==> src/rtl/intack_pkg.sv <==
package intack_pkg;
   localparam int ID_W         = 10;
   localparam int ID_NONE      = 1023;
   localparam int ID_IPI       = 0;
   localparam int ID_MSI       = 1;
   localparam int FIRST_EXT_ID = 2;
   localparam logic [7:0] OFFS_ACK   = 8'h44;
   localparam logic [7:0] OFFS_CAUSE = 8'h10;
endpackage

==> src/rtl/intack_prio_enc.sv <==
module intack_prio_enc #(
   parameter int N        = 32,
   parameter bit USE_TREE = 1'b1,
   localparam int IW      = (N > 1) ? $clog2(N) : 1
) (
   input  logic [N-1:0]  req_i,
   output logic          found_o,
   output logic [IW-1:0] idx_o
);
   generate
      if (USE_TREE) begin : g_tree
         localparam int LVL = IW;
         localparam int P   = 1 << LVL;
         logic          v_t  [0:LVL][0:P-1];
         logic [IW-1:0] ix_t [0:LVL][0:P-1];

         for (genvar i = 0; i < P; i++) begin : g_leaf
            if (i < N) begin : g_real
               assign v_t[LVL][i]  = req_i[i];
            end else begin : g_pad
               assign v_t[LVL][i]  = 1'b0;
            end
            assign ix_t[LVL][i] = IW'(i);
         end

         for (genvar l = 0; l < LVL; l++) begin : g_lvl
            for (genvar j = 0; j < P; j++) begin : g_node
               if (j < (1 << l)) begin : g_used
                  assign v_t[l][j]  = v_t[l+1][2*j] | v_t[l+1][2*j+1];
                  assign ix_t[l][j] = v_t[l+1][2*j] ? ix_t[l+1][2*j]
                                                     : ix_t[l+1][2*j+1];
               end else begin : g_idle
                  assign v_t[l][j]  = 1'b0;
                  assign ix_t[l][j] = '0;
               end
            end
         end

         assign found_o = v_t[0][0];
         assign idx_o   = ix_t[0][0];
      end else begin : g_linear
         always_comb begin
            found_o = 1'b0;
            idx_o   = '0;
            for (int k = N - 1; k >= 0; k--) begin
               if (req_i[k]) begin
                  found_o = 1'b1;
                  idx_o   = IW'(k);
               end
            end
         end
      end
   endgenerate
endmodule

==> src/rtl/intack_cause_pack.sv <==
module intack_cause_pack #(
   parameter int N      = 32,
   parameter int DATA_W = 32
) (
   input  logic [N-1:0]      pend_i,
   input  logic              ipi_sum_i,
   input  logic              msi_sum_i,
   output logic [DATA_W-1:0] cause_o
);
   assign cause_o[0] = msi_sum_i;
   assign cause_o[1] = ipi_sum_i;
   generate
      for (genvar k = 2; k < DATA_W; k++) begin : g_bit
         if (k < N) begin : g_src
            assign cause_o[k] = pend_i[k];
         end else begin : g_zero
            assign cause_o[k] = 1'b0;
         end
      end
   endgenerate
endmodule

==> src/rtl/intack_readport.sv <==
module intack_readport
   import intack_pkg::*;
#(
   parameter int ADDR_W = 8,
   parameter int DATA_W = 32
) (
   input  logic              clk,
   input  logic              rst_n,
   input  logic              rd_en_i,
   input  logic [ADDR_W-1:0] rd_addr_i,
   input  logic [ID_W-1:0]   ack_id_i,
   input  logic [DATA_W-1:0] cause_i,
   output logic [DATA_W-1:0] rd_data_o,
   output logic              rd_valid_o
);
   logic [DATA_W-1:0] rd_next;

   always_comb begin
      rd_next = '0;
      if (rd_en_i) begin
         if (rd_addr_i == ADDR_W'(OFFS_ACK))
            rd_next = {{(DATA_W-ID_W){1'b0}}, ack_id_i};
         else if (rd_addr_i == ADDR_W'(OFFS_CAUSE))
            rd_next = cause_i;
      end
   end

   always_ff @(posedge clk or negedge rst_n) begin
      if (!rst_n) begin
         rd_data_o  <= '0;
         rd_valid_o <= 1'b0;
      end else begin
         rd_data_o  <= rd_next;
         rd_valid_o <= rd_en_i;
      end
   end

   a_r1_valid_follows: assert property (@(posedge clk) disable iff (!rst_n)
      rd_en_i |=> rd_valid_o);
   a_r9_idle_quiet: assert property (@(posedge clk) disable iff (!rst_n)
      !rd_en_i |=> (!rd_valid_o && rd_data_o == '0));
   a_r9_unmapped_zero: assert property (@(posedge clk) disable iff (!rst_n)
      (rd_en_i && rd_addr_i != ADDR_W'(OFFS_ACK) && rd_addr_i != ADDR_W'(OFFS_CAUSE))
      |=> rd_data_o == '0);
endmodule

==> src/rtl/cpu_intack_sel.sv <==
module cpu_intack_sel
   import intack_pkg::*;
#(
   parameter int NUM_SRC  = 32,
   parameter int ADDR_W   = 8,
   parameter int DATA_W   = 32,
   parameter bit USE_TREE = 1'b1
) (
   input  logic               clk,
   input  logic               rst_n,
   input  logic [NUM_SRC-1:0] pend_i,
   input  logic               ipi_sum_i,
   input  logic               msi_sum_i,
   input  logic               rd_en_i,
   input  logic [ADDR_W-1:0]  rd_addr_i,
   output logic [DATA_W-1:0]  rd_data_o,
   output logic               rd_valid_o
);
   localparam int IW = $clog2(NUM_SRC);

   generate
      if (NUM_SRC < 3)            begin : g_chk_min  $error("NUM_SRC must be at least 3");       end
      if (NUM_SRC > ID_NONE)      begin : g_chk_max  $error("NUM_SRC must stay below idle id");  end
      if (NUM_SRC > DATA_W)       begin : g_chk_cw   $error("cause map must fit in DATA_W");     end
      if (DATA_W < ID_W)          begin : g_chk_dw   $error("DATA_W must hold an identifier");   end
      if (ADDR_W < 8)             begin : g_chk_aw   $error("ADDR_W must reach both offsets");   end
   endgenerate

   logic [NUM_SRC-1:0] req;
   logic               enc_found;
   logic [IW-1:0]      enc_idx;
   logic [ID_W-1:0]    ack_id;
   logic [DATA_W-1:0]  cause;
   logic               unused_reserved;

   assign unused_reserved = ^pend_i[1:0];
   assign req = {pend_i[NUM_SRC-1:2], msi_sum_i, ipi_sum_i};

   intack_prio_enc #(.N(NUM_SRC), .USE_TREE(USE_TREE)) u_enc (
      .req_i   (req),
      .found_o (enc_found),
      .idx_o   (enc_idx)
   );

   assign ack_id = enc_found ? ID_W'(enc_idx) : ID_W'(ID_NONE);

   logic [NUM_SRC-1:0] below_mask;
   assign below_mask = (NUM_SRC'(1) << enc_idx) - NUM_SRC'(1);

   a_r5_lowest_wins: assert property (@(posedge clk) disable iff (!rst_n)
      enc_found |-> (req[enc_idx] && (req & below_mask) == '0));

   intack_cause_pack #(.N(NUM_SRC), .DATA_W(DATA_W)) u_cause (
      .pend_i    (pend_i),
      .ipi_sum_i (ipi_sum_i),
      .msi_sum_i (msi_sum_i),
      .cause_o   (cause)
   );

   intack_readport #(.ADDR_W(ADDR_W), .DATA_W(DATA_W)) u_rd (
      .clk        (clk),
      .rst_n      (rst_n),
      .rd_en_i    (rd_en_i),
      .rd_addr_i  (rd_addr_i),
      .ack_id_i   (ack_id),
      .cause_i    (cause),
      .rd_data_o  (rd_data_o),
      .rd_valid_o (rd_valid_o)
   );

   a_r3_ipi_first: assert property (@(posedge clk) disable iff (!rst_n)
      (rd_en_i && rd_addr_i == ADDR_W'(OFFS_ACK) && ipi_sum_i) |=> rd_data_o == '0);
   a_r2_idle_code: assert property (@(posedge clk) disable iff (!rst_n)
      (rd_en_i && rd_addr_i == ADDR_W'(OFFS_ACK) && !ipi_sum_i && !msi_sum_i
       && pend_i[NUM_SRC-1:2] == '0) |=> rd_data_o == DATA_W'(ID_NONE));
   a_r7_cause_summary: assert property (@(posedge clk) disable iff (!rst_n)
      (rd_en_i && rd_addr_i == ADDR_W'(OFFS_CAUSE))
      |=> (rd_data_o[0] == $past(msi_sum_i) && rd_data_o[1] == $past(ipi_sum_i)));
   a_r1_upper_zero: assert property (@(posedge clk) disable iff (!rst_n)
      (rd_en_i && rd_addr_i == ADDR_W'(OFFS_ACK)) |=> rd_data_o[DATA_W-1:ID_W] == '0);
endmodule

==> config.mk <==
export PLATFORM = sky130hd
export DESIGN_NAME = cpu_intack_sel
export DESIGN_NICKNAME = d
export VERILOG_FILES = /design/src/rtl/intack_pkg.sv /design/src/rtl/intack_prio_enc.sv /design/src/rtl/intack_cause_pack.sv /design/src/rtl/intack_readport.sv /design/src/rtl/cpu_intack_sel.sv
export SDC_FILE = /design/constraint.sdc
export NUM_CORES = 1
export LEC_CHECK = 0
export BUFFER_PORTS_ARGS = -buffer_cell sky130_fd_sc_hd__buf_4
export CAP_MARGIN = 20
export CORE_MARGIN = 10
export CORE_UTILIZATION = 50
export DETAILED_ROUTE_END_ITERATION = 16
export GPL_TIMING_DRIVEN = 0
export HOLD_SLACK_MARGIN = 0.15
export PLACE_DENSITY = 0.83
export SYNTH_ARGS = -nofsm -noshare
export SYNTH_HDL_FRONTEND = slang
export SYNTH_HIERARCHICAL = 1
export SYNTH_SLANG_ARGS = --single-unit
==> constraint.sdc <==
create_clock -name clk -period 0.8 [get_ports clk]
set_clock_uncertainty 0.05 [all_clocks]
set_input_delay 0.16 -clock clk [delete_from_list [all_inputs] [get_ports clk]]
set_output_delay 0.16 -clock clk [all_outputs]
set_load 0.01 [all_outputs]
==> flow_metrics.tcl, run 1 <==
set metrics [dict create \
    netlist_instances 222 \
    post-route-worst-setup-slack_ns -0.971 \
    async_reset_ff_share_pct 100 \
    num-fill-cells 212 \
    hold_path.class "input port to register" \
    totalWireLength_um 7640 \
    chipWidth_um 86.3 \
    synth.yosys.seq_area_share_pct 37.5 \
    cts_tree "built" \
    result_of_the_run "finished, violations left" \
    yosys_most_used_dff "dfrtp_1" \
    finalSetupTns_ns -21.90 \
    syn_nets 267 \
    max_slew_margin_pct 62.2 \
    fmaxAchievable_mhz 565 \
    starting_density_of_the_core_pct 51.2 \
    overflow 0 \
    design.portCount 78 \
    crit_required_ns 0.94 \
    post_synth_instance_area_mm2 0.00220 \
    final_net_count 362 \
    routed_via_density 5.66 \
    drt_drc_violations_left 0 \
    cts_max_path_bufs 2 \
    post-route-min-period_ns 1.77 \
    count_of_flip_flops_with_a_built_in_enable_after_synthesis 0 \
    yosys.cell_types.count 43 \
    port_buffers 75 \
    synth-warning-count 6 \
    num_vias 2093 \
    htree_num_levels 2 \
    peakVddDrop_v 0.000693 \
    die_outline_height_um 86.3 \
    synthToLayoutAreaGrowth_pct 62.3 \
    drt_first_iter_violations 94 \
    fin_crit_sh_pct 221 \
    failing_checks "negative setup slack" \
    wl_per_cell_um 20.7 \
    setup.worst_path.start_class "input port" \
    first_global_vias 2145 \
    setup_viol 65 \
    end_kind "register" \
    cp_max_fo 3 \
    cp_data_arrival_time_ns 1.91 \
    floorplan.core_area_mm2 0.00429 \
    ant_nets 0 \
    grt_start_max_net_pins 34 \
    cts.reportedPaths.clkPinSlew_ns 0.07 \
    diodes 0 \
    die_area_mm2 0.00745 \
    gp_congestion 0.871 \
    rsz0062_at_grt "true" \
    cts-buffers-inserted 5 \
    final_core_utilization_pct 83.1 \
    grtUsageTotal_pct 17.7 \
    final_max_slew_viol_count 0 \
    syn_area_per_cell_um2 9.91 \
    minimum_hold_slack_ns 0.154 \
    clock_tree.root_cell "clkbuf_8" \
    post_route_cells_drive_above_1_share_pct 56.3 \
    drv_cap 0 \
    ys_seq_elements 33 \
    clock-sinks 33 \
    core.rowCount 24 \
    power_density_mw_per_mm2 1120 \
    multiInputGateArea_mm2 0.00122 \
    criticalPathCategory "input port to register" \
    grt_first_pass_wirelength_um 10700 \
    timing_hold_violations_final 0 \
    post-dp-hpwl_um 4510 \
    leakage_nw 1.67 \
    register_area_um2 826 \
    drt-pass1-iter-count 4 \
    antenna_violations_before_repair 0 \
    worst_pin_slew_ns 0.567 \
]
## metal layers
metal | global-route usage [%] | up-vias | routed length [um]
met2 | 31.1 | 109 | 4070
met4 | 6.19 | 0 | 153
met5 | 0 | - | 0
li1 | - | 944 | -
met3 | 4.97 | 17 | 568
met1 | 19.8 | 1023 | 2850
## metrics by stage
| stage | worst slack [ns] | area, um^2 | instances | total power (W) |
|---|---|---|---|---|
| after floorplan | -0.909 | 2230 | 222 | 0.00208 |
| after global placement | -1.30 | 2860 | 349 | 0.00238 |
| after detailed placement | -1.36 | 2860 | 349 | 0.00241 |
| after CTS | -0.903 | 3420 | 370 | 0.00388 |
| after global routing | -1.06 | 3570 | 370 | 0.00412 |
| final | -0.971 | 3570 | 370 | 0.00399 |
## cell families (layout without fill, tap and decap cells)
logic type	Yosys count	after routing	synth area share (%)
muxes	1	1	0.455
and+or+nand+nor	79	79	32.1
buffers and inverters	78	174	19.9
DFF	33	33	37.5
AOI/OAI and AO/OA	31	31	10.0
## final cells by class
type | count | share of cell area, %
repair buffers | 91 | 25.4
clock buffers | 7 | 2.70
multi-input cells | 111 | 34.1
plain buffers | 45 | 9.57
flip-flops and latches | 33 | 23.1
clock inverters | 1 | 0.140
inverters | 30 | 3.15
well taps | 52 | 1.82
## report_power, final
group          switching [W]  total [W]  internal (W)  leakage, nW
clock network       0.000620    0.00140      0.000778       0.0542
registers         0.00000215    0.00167       0.00167        0.459
logic               0.000484   0.000920      0.000436         1.16
## Yosys cell counts (2+ instances only)
master / n / share of area (%)
a211oi_1: 9 / 3.1
a21oi_1: 7 / 1.6
buf_1: 3 / 0.51
buf_4: 32 / 11
buf_6: 3 / 1.5
clkbuf_1: 9 / 1.5
dfrtp_1: 33 / 38
inv_1: 30 / 5.1
nand2_1: 3 / 0.51
nand2b_1: 5 / 1.4
nand4b_1: 10 / 4.0
nand4bb_1: 9 / 4.6
nor2_1: 13 / 2.2
nor4_1: 5 / 1.4
nor4_2: 19 / 11
nor4_4: 2 / 1.9
o211ai_1: 2 / 0.68
o21ai_0: 2 / 0.46
o31ai_1: 2 / 0.68
## worst paths after layout
kind / cells after the start / to / slack, ns / startpoint
setup / recovery: 9 / u_rd/rd_data_o[1]$_DFF_PN0_ / -0.97 / pend_i[19]
hold / removal: 3 / u_rd/rd_data_o[0]$_DFF_PN0_ / 0.15 / rd_addr_i[6]
max in group asynchronous: 2 / u_rd/rd_data_o[5]$_DFF_PN0_ / 0.07 / rst_n
min in group asynchronous: 2 / u_rd/rd_data_o[26]$_DFF_PN0_ / 0.32 / rst_n
## layout by cell type, fill, tap and decap left out, types with 3 or more instances in the layout
cell | synthesis | routed
inv_1 | 30 | 29
nand4bb_1 | 9 | 9
buf_4 | 32 | 76
nor2_1 | 13 | 13
buf_12 | 0 | 3
nor4_4 | 2 | 22
clkbuf_1 | 9 | 6
clkbuf_8 | 0 | 8
dfrtp_1 | 33 | 33
nand4b_1 | 10 | 10
nand2b_1 | 5 | 5
buf_8 | 0 | 3
a211oi_2 | 1 | 5
buf_6 | 3 | 43
a211oi_1 | 9 | 5
nor4_2 | 19 | 4
a21oi_1 | 7 | 7
## flip-flops by register name, summed over array words and instances, names as in the netlist
name	flops
u_rd/rd_data_o	32
u_rd/rd_valid_o	1
## worst max-delay path, cell delays in order
cell and delay, ns:
buf_8 0.10, or4_4 0.55, nor2b_4 0.16, buf_4 0.12, o311ai_2 0.10, a31oi_1 0.16
nand2b_1 0.14, nand4b_1 0.14, a211oi_2 0.29
## what timing repair did
action                                 in CTS  in global routing
gates resized for setup                    67                 27
endpoints found under the hold margin      35                  0
gates cloned                                2                  0
setup endpoints to repair                  65                 65
buffers inserted                           10                  4
pin swaps                                  15                 18
hold buffers                                2                  0
(Power assumes the default switching activity.)
==> run 2: changes to the inputs <==
--- a/config.mk
+++ b/config.mk
@@ -8,12 +8,11 @@
 export BUFFER_PORTS_ARGS = -buffer_cell sky130_fd_sc_hd__buf_4
 export CAP_MARGIN = 20
 export CORE_MARGIN = 10
-export CORE_UTILIZATION = 50
+export CORE_UTILIZATION = 45
 export DETAILED_ROUTE_END_ITERATION = 16
 export GPL_TIMING_DRIVEN = 0
 export HOLD_SLACK_MARGIN = 0.15
-export PLACE_DENSITY = 0.83
+export PLACE_DENSITY = 0.82
 export SYNTH_ARGS = -nofsm -noshare
 export SYNTH_HDL_FRONTEND = slang
-export SYNTH_HIERARCHICAL = 1
 export SYNTH_SLANG_ARGS = --single-unit
==> run 2 against run 1 <==
Compared with the run above: the run ends with negative hold slack, negative setup slack left; largest cell class unchanged; core utilization is 1.2 points lower; critical path type unchanged; combinational power down 43%; non-clock buffer count shrank 31; area after synthesis shrank 31%; critical endpoint is now u_rd.rd_data_o[7]$_DFF_PN0_; via count shrank 18%.
==> flow_metrics.tcl, run 2 <==
set metrics [dict create \
    result_of_the_run "finished, violations left" \
    failing_checks "negative hold slack, negative setup slack" \
    crit_chain "buf_6 -> or4_4 -> or3_4 -> a31oi_4 -> nand2b_4 -> a21oi_2" \
    yosys_most_used_dff "dfrtp_1" \
    cp_max_fo 5 \
    crit_path_top_delay_cell "or4_4" \
    totalWireLength_um 5930 \
    antenna_violations_before_repair 0 \
    path_buf_inv 1 \
    synth.top_cell.area_share_pct 54.3 \
    end_kind "register" \
    synthToLayoutAreaGrowth_pct 78.2 \
    cp_data_arrival_time_ns 1.69 \
    cp-startpoint "rd_addr_i[3]" \
    clock-sinks 33 \
    switching_share_pct 25.6 \
    yosysTopAreaCell "dfrtp_1" \
    post-route-min-period_ns 1.50 \
    final_core_utilization_pct 81.9 \
    internal_portion_of_total_power_w 0.00235 \
    dp_cells 269 \
    criticalPathCategory "input port to register" \
    die_outline_height_um 78.1 \
    grt_first_pass_wirelength_um 8250 \
    cts_tree "built" \
    post-route-worst-setup-slack_ns -0.702 \
    worst_pin_slew_ns 0.407 \
    drv_cap 0 \
    synth.yosys.seq_area_share_pct 54.3 \
    count_of_flip_flops_with_a_built_in_enable_after_synthesis 0 \
    synth-warning-count 0 \
    syn_nets 193 \
    post_route_cells_drive_above_1_share_pct 46.9 \
    endpoint "u_rd.rd_data_o[7]$_DFF_PN0_" \
    syn_area_per_cell_um2 10.3 \
    hold_path.class "input port to register" \
    peakVddDrop_v 0.000727 \
    design.portCount 78 \
    diodes 0 \
    combinationalPowerShare_pct 16.6 \
    crit_required_ns 0.99 \
    drt-pass1-iter-count 4 \
    floorplan.core_area_mm2 0.00331 \
    timing_hold_violations_final 1 \
    ys_seq_elements 33 \
    fin_crit_sh_pct 188 \
    slowest_delay_ns 0.54 \
    cts-buffers-inserted 5 \
    grtUsageTotal_pct 16.9 \
    port_buffers 75 \
    net-switching-power_w 0.000808 \
    grt_start_max_net_pins 34 \
    cts.reportedPaths.clkPinSlew_ns 0.09 \
    synth_top_cells_by_area "dfrtp_1 (54%), and3_1 (9.0%), nor4_1 (3.3%)" \
    final_net_count 299 \
    yosys.cell_types.count 33 \
    max_flop_register "u_rd.rd_data_o" \
    commonest_non_fill_non_tap_cell_in_the_layout "buf_4" \
    core.rowCount 21 \
    die_area_mm2 0.00611 \
    chipWidth_um 78.1 \
    routed_via_density 5.73 \
    worst_setup_slack_after_placement_ns -1.14 \
    synth.most_common_cell "dfrtp_1" \
    max_slew_margin_pct 72.6 \
    cts_max_path_bufs 2 \
    worstHoldStart "rd_en_i" \
    max_reg_flops 32 \
    p_seq_share_pct 53.1 \
    starting_density_of_the_core_pct 46.0 \
    setup_viol 65 \
    overflow 0 \
    most-common-layout-cells "buf_4 (46), buf_6 (40), dfrtp_1 (33)" \
    netlist_instances 148 \
    share_clk_of_total_power_pct 30.3 \
    first_global_vias 1643 \
    setup.worst_path.start_class "input port" \
    drt_drc_violations_left 0 \
    drt_first_iter_violations 208 \
    fmaxAchievable_mhz 666 \
    gp_congestion 0.902 \
    reg.largest.list "u_rd.rd_data_o (32), u_rd.rd_valid_o (1)" \
    critical_path_cell_count 6 \
    category_of_cells_accounting_for_the_largest_share_of_critical_path_delay "simple AND/OR/NAND/NOR gates" \
    ant_nets 0 \
    clock_tree.root_cell "clkbuf_4" \
    rsz0062_at_grt "true" \
    async_reset_ff_share_pct 100 \
    report.power.total_w 0.00315 \
    minimum_hold_slack_ns -0.0261 \
    wl_per_cell_um 19.8 \
    post_synth_instance_area_mm2 0.00152 \
    htree_num_levels 2 \
    power_density_mw_per_mm2 1160 \
    ys_top_cells_by_count "dfrtp_1 (33), and3_1 (22), nor2_1 (12)" \
    leakage_nw 1.33 \
    post-dp-hpwl_um 3560 \
    layoutNonFillerInstCount 300 \
    final_max_slew_viol_count 0 \
    num_vias 1720 \
]
[run 2: changes by cell type after synthesis, sizes merged, moves of 5 or more]
cell and delta:
nor4 -17, nand2 +8, a211oi -9, nand4b -10, clkbuf -5, nand4bb -9
inv -23, and3 +22, buf -37
[run 2: kinds of logic (layout without fill, tap and decap cells)]
family	after synthesis	after routing	share of synthesized area (%)
AO/OA/AOI/OAI	33	33	15.3
flip-flops	33	33	54.3
buffers and inverters	13	119	3.78
AND/OR/NAND/NOR	69	69	26.6
[run 2: cell type report]
cell class | count | area [um^2]
multi-input cells | 102 | 768
fillers | 175 | 599
repair buffers | 100 | 941
inverters | 7 | 26.3
clock buffers | 7 | 55.1
flip-flops and latches | 33 | 826
well taps | 46 | 57.6
plain buffers | 5 | 37.5
[run 2: what timing repair did]
| item | 4_1_cts | 5_1_grt |
|---|---|---|
| gates resized for setup | 53 | 20 |
| pin swaps | 3 | 5 |
| hold endpoints to repair | 66 | 26 |
| endpoints found under the setup margin | 65 | 65 |
| cloned | 1 | 1 |
| hold buffers | 14 | 2 |
| setup buffers | 3 | 4 |
[run 2: per-layer routing]
layer | up-vias | wire, um | global-route usage (%)
met5 | - | 0 | 0
met4 | 0 | 226 | 8.42
met3 | 22 | 443 | 4.44
met2 | 107 | 3060 | 30.1
met1 | 833 | 2190 | 18.0
li1 | 758 | - | -
[run 2: power groups by stage]
| stage | logic, W | registers (W) | clock network, W |
|---|---|---|---|
| final | 0.000524 | 0.00167 | 0.000957 |
| after detailed placement | 0.000393 | 0.00171 | 0 |
| after global placement | 0.000387 | 0.00171 | 0 |
| after CTS | 0.000461 | 0.00167 | 0.000950 |
| after floorplan | 0.0000998 | 0.00171 | 0 |
| after global routing | 0.000558 | 0.00167 | 0.00103 |
[run 2: metrics by stage]
| step | hold WS (ns) | setup TNS, ns | instance area, um^2 |
|---|---|---|---|
| 5_1_grt | -0.0432 | -28.73 | 2710 |
| 6_report | -0.0261 | -26.54 | 2710 |
| 3_5_place_dp | 0.0696 | -32.48 | 2160 |
| 3_3_place_gp | 0.0682 | -32.44 | 2160 |
| 2_1_floorplan | -0.186 | -23.58 | 1540 |
| 4_1_cts | -0.0386 | -27.51 | 2570 |
[run 2: worst min-delay path by stage]
| stage | depth (start not counted) | endpoint | slack, ns |
|---|---|---|---|
| after detailed placement | 1 | u_rd.rd_data_o[30]$_DFF_PN0_ | 0.07 |
| final | 1 | u_rd.rd_valid_o$_DFF_PN0_ | -0.03 |
| after global placement | 1 | u_rd.rd_data_o[30]$_DFF_PN0_ | 0.07 |
| after floorplan | 0 | u_rd.rd_data_o[0]$_DFF_PN0_ | -0.19 |
| after CTS | 1 | u_rd.rd_valid_o$_DFF_PN0_ | -0.04 |
| after global routing | 1 | u_rd.rd_valid_o$_DFF_PN0_ | -0.04 |
==> run 3: changes to the inputs <==
--- a/config.mk
+++ b/config.mk
@@ -7,12 +7,14 @@
 export LEC_CHECK = 0
 export BUFFER_PORTS_ARGS = -buffer_cell sky130_fd_sc_hd__buf_4
 export CAP_MARGIN = 20
+export CORE_ASPECT_RATIO = 0.5
 export CORE_MARGIN = 10
-export CORE_UTILIZATION = 45
+export CORE_UTILIZATION = 40
 export DETAILED_ROUTE_END_ITERATION = 16
 export GPL_TIMING_DRIVEN = 0
 export HOLD_SLACK_MARGIN = 0.15
-export PLACE_DENSITY = 0.82
+export PLACE_DENSITY = 0.78
 export SYNTH_ARGS = -nofsm -noshare
 export SYNTH_HDL_FRONTEND = slang
 export SYNTH_SLANG_ARGS = --single-unit
+export TNS_END_PERCENT = 30
==> constraint.sdc (replaced) <==
create_clock -name clk -period 1.21 [get_ports clk]
set_clock_uncertainty 0.05 [all_clocks]
set_input_delay 0.242 -clock clk [delete_from_list [all_inputs] [get_ports clk]]
set_output_delay 0.242 -clock clk [all_outputs]
set_load 0.01 [all_outputs]
==> run 3 against run 2 <==
Compared with the run above: the run ends with negative setup slack left; core utilization decreased by 11 points; wire length shrank 7.0%; final cell count down 3.0%; clock power grew 12%; count of clock-buffer cells in the layout did not move; hold slack improved by 0.20 ns; setup slack improved by 0.25 ns; non-clock buffer count shrank 15; first-iteration DRC count is 48% lower; critical endpoint unchanged; largest power group unchanged.
==> flow_metrics.tcl, run 3 (synthesis results as in run 2) <==
set metrics [dict create \
    minimum_hold_slack_ns 0.171 \
    rsz0062_at_grt "true" \
    antenna_violations_before_repair 0 \
    cts-buffers-inserted 5 \
    post-dp-hpwl_um 3710 \
    failing_checks "negative setup slack" \
    port_buffers 75 \
    drt-pass1-iter-count 4 \
    clock_tree.root_cell "clkbuf_8" \
    setup.worst_path.start_class "input port" \
    max_reg_flops 32 \
    p_seq_share_pct 44.4 \
    fin_crit_sh_pct 138 \
    chipWidth_um 107 \
    grt_first_pass_wirelength_um 7890 \
    final_max_slew_viol_count 0 \
    worstHoldStart "pend_i[26]" \
    die_outline_height_um 63.6 \
    routed_via_density 5.37 \
    ant_nets 0 \
    synthToLayoutAreaGrowth_pct 66.4 \
    design.portCount 78 \
    setup_viol 32 \
    num_vias 1563 \
    timing_hold_violations_final 0 \
    end_kind "register" \
    cp_max_fo 5 \
    dp_cells 274 \
    grtUsageTotal_pct 14.7 \
    criticalPathCategory "input port to register" \
    cts.reportedPaths.clkPinSlew_ns 0.07 \
    final_net_count 284 \
    internal_portion_of_total_power_w 0.00192 \
    commonest_non_fill_non_tap_cell_in_the_layout "buf_4" \
    totalWireLength_um 5510 \
    htree_num_levels 2 \
    crit_required_ns 1.33 \
    grt_start_max_net_pins 34 \
    starting_density_of_the_core_pct 42.9 \
    net-switching-power_w 0.000575 \
    worst_pin_slew_ns 0.509 \
    diodes 0 \
    wl_per_cell_um 18.9 \
    drt_first_iter_violations 109 \
    post_route_cells_drive_above_1_share_pct 47.5 \
    combinationalPowerShare_pct 12.6 \
    cp_data_arrival_time_ns 1.79 \
    cts_max_path_bufs 2 \
    hold_path.class "input port to register" \
    die_area_mm2 0.00682 \
    most-common-layout-cells "buf_4 (77), dfrtp_1 (33), and3_1 (22)" \
    overflow 0 \
    drv_cap 0 \
    share_clk_of_total_power_pct 43.0 \
    clock-sinks 33 \
    core.rowCount 15 \
    cp-startpoint "rd_addr_i[3]" \
    power_density_mw_per_mm2 985 \
    reg.largest.list "u_rd.rd_data_o (32), u_rd.rd_valid_o (1)" \
    max_slew_margin_pct 65.8 \
    post-route-worst-setup-slack_ns -0.455 \
    fmaxAchievable_mhz 601 \
    floorplan.core_area_mm2 0.00355 \
    leakage_nw 1.28 \
    drt_drc_violations_left 0 \
    peakVddDrop_v 0.000453 \
    switching_share_pct 23.0 \
    num-fill-cells 236 \
    result_of_the_run "finished, violations left" \
    max_flop_register "u_rd.rd_data_o" \
    layoutNonFillerInstCount 291 \
    finalSetupTns_ns -10.46 \
    post-route-min-period_ns 1.67 \
    cts_tree "built" \
    gp_congestion 0.870 \
    worst_setup_slack_after_placement_ns -0.889 \
    first_global_vias 1519 \
]
## run 3: changes by cell type in the layout (fill, tap and decap cells not counted), moves of 4 or more
cell           before  now
and3_4              4    0
clkbuf_4            5    0
dlygate4sd3_1      16    2
and3_1             18   22
buf_6              40    5
buf_4              46   77
clkbuf_8            1    7
## run 3: power by group through the flow
stage | sequential [W] | combinational, W | clock [W]
floorplan | 0.00113 | 0.0000661 | 0
global placement | 0.00113 | 0.000252 | 0
detailed placement | 0.00113 | 0.000260 | 0
CTS | 0.00111 | 0.000282 | 0.00107
global route | 0.00111 | 0.000336 | 0.00113
finish | 0.00111 | 0.000314 | 0.00107
## run 3: timing repair
item,CTS,global route
pin swaps,3,1
setup buffers,1,5
gates cloned,1,0
endpoints found under the hold margin,34,0
resized for setup,21,15
hold buffers,2,0
endpoints found under the setup margin,32,32
## run 3: metrics by stage
step / cell area, um^2 / total power (W) / util (%)
3_5_place_dp: 2160 / 0.00139 / 61.0
5_1_grt: 2530 / 0.00257 / 71.4
6_report: 2530 / 0.00249 / 71.4
4_1_cts: 2410 / 0.00246 / 68.0
3_3_place_gp: 2160 / 0.00138 / 61.0
2_1_floorplan: 1540 / 0.00120 / -
## run 3: critical path, cell delays in order
cell,delay [ns]
buf_6,0.09
or4_4,0.55
or3_4,0.42
a31oi_4,0.23
nand2b_4,0.22
a21oi_2,0.04
## run 3: worst paths after layout
path                                           endpoint  depth (start not counted)
worst max-delay path        u_rd.rd_data_o[7]$_DFF_PN0_                          6
worst min-delay path       u_rd.rd_data_o[26]$_DFF_PN0_                          2
max in group asynchronous   u_rd.rd_data_o[5]$_DFF_PN0_                          2
min in group asynchronous  u_rd.rd_data_o[22]$_DFF_PN0_                          2
## run 3: layout make-up
cell class                      instances  area, um^2  area share, %
Buffer                                  6        62.6           2.47
Clock buffer                            7        86.3           3.41
Clock inverter                          1        30.0           1.19
Inverter                                7        26.3           1.04
Multi-Input combinational cell        102         779           30.8
Sequential cell                        33         826           32.6
Tap cell                               51        63.8           2.52
Timing Repair Buffer                   84         658           26.0
## run 3: routing by layer
metal / track usage (%) / vias up / routed length, um
met5: 0 / - / 0
met4: 7.21 / 0 / 151
met3: 4.97 / 12 / 440
met2: 25.4 / 73 / 2870
met1: 15.9 / 754 / 2050
li1: - / 724 / -
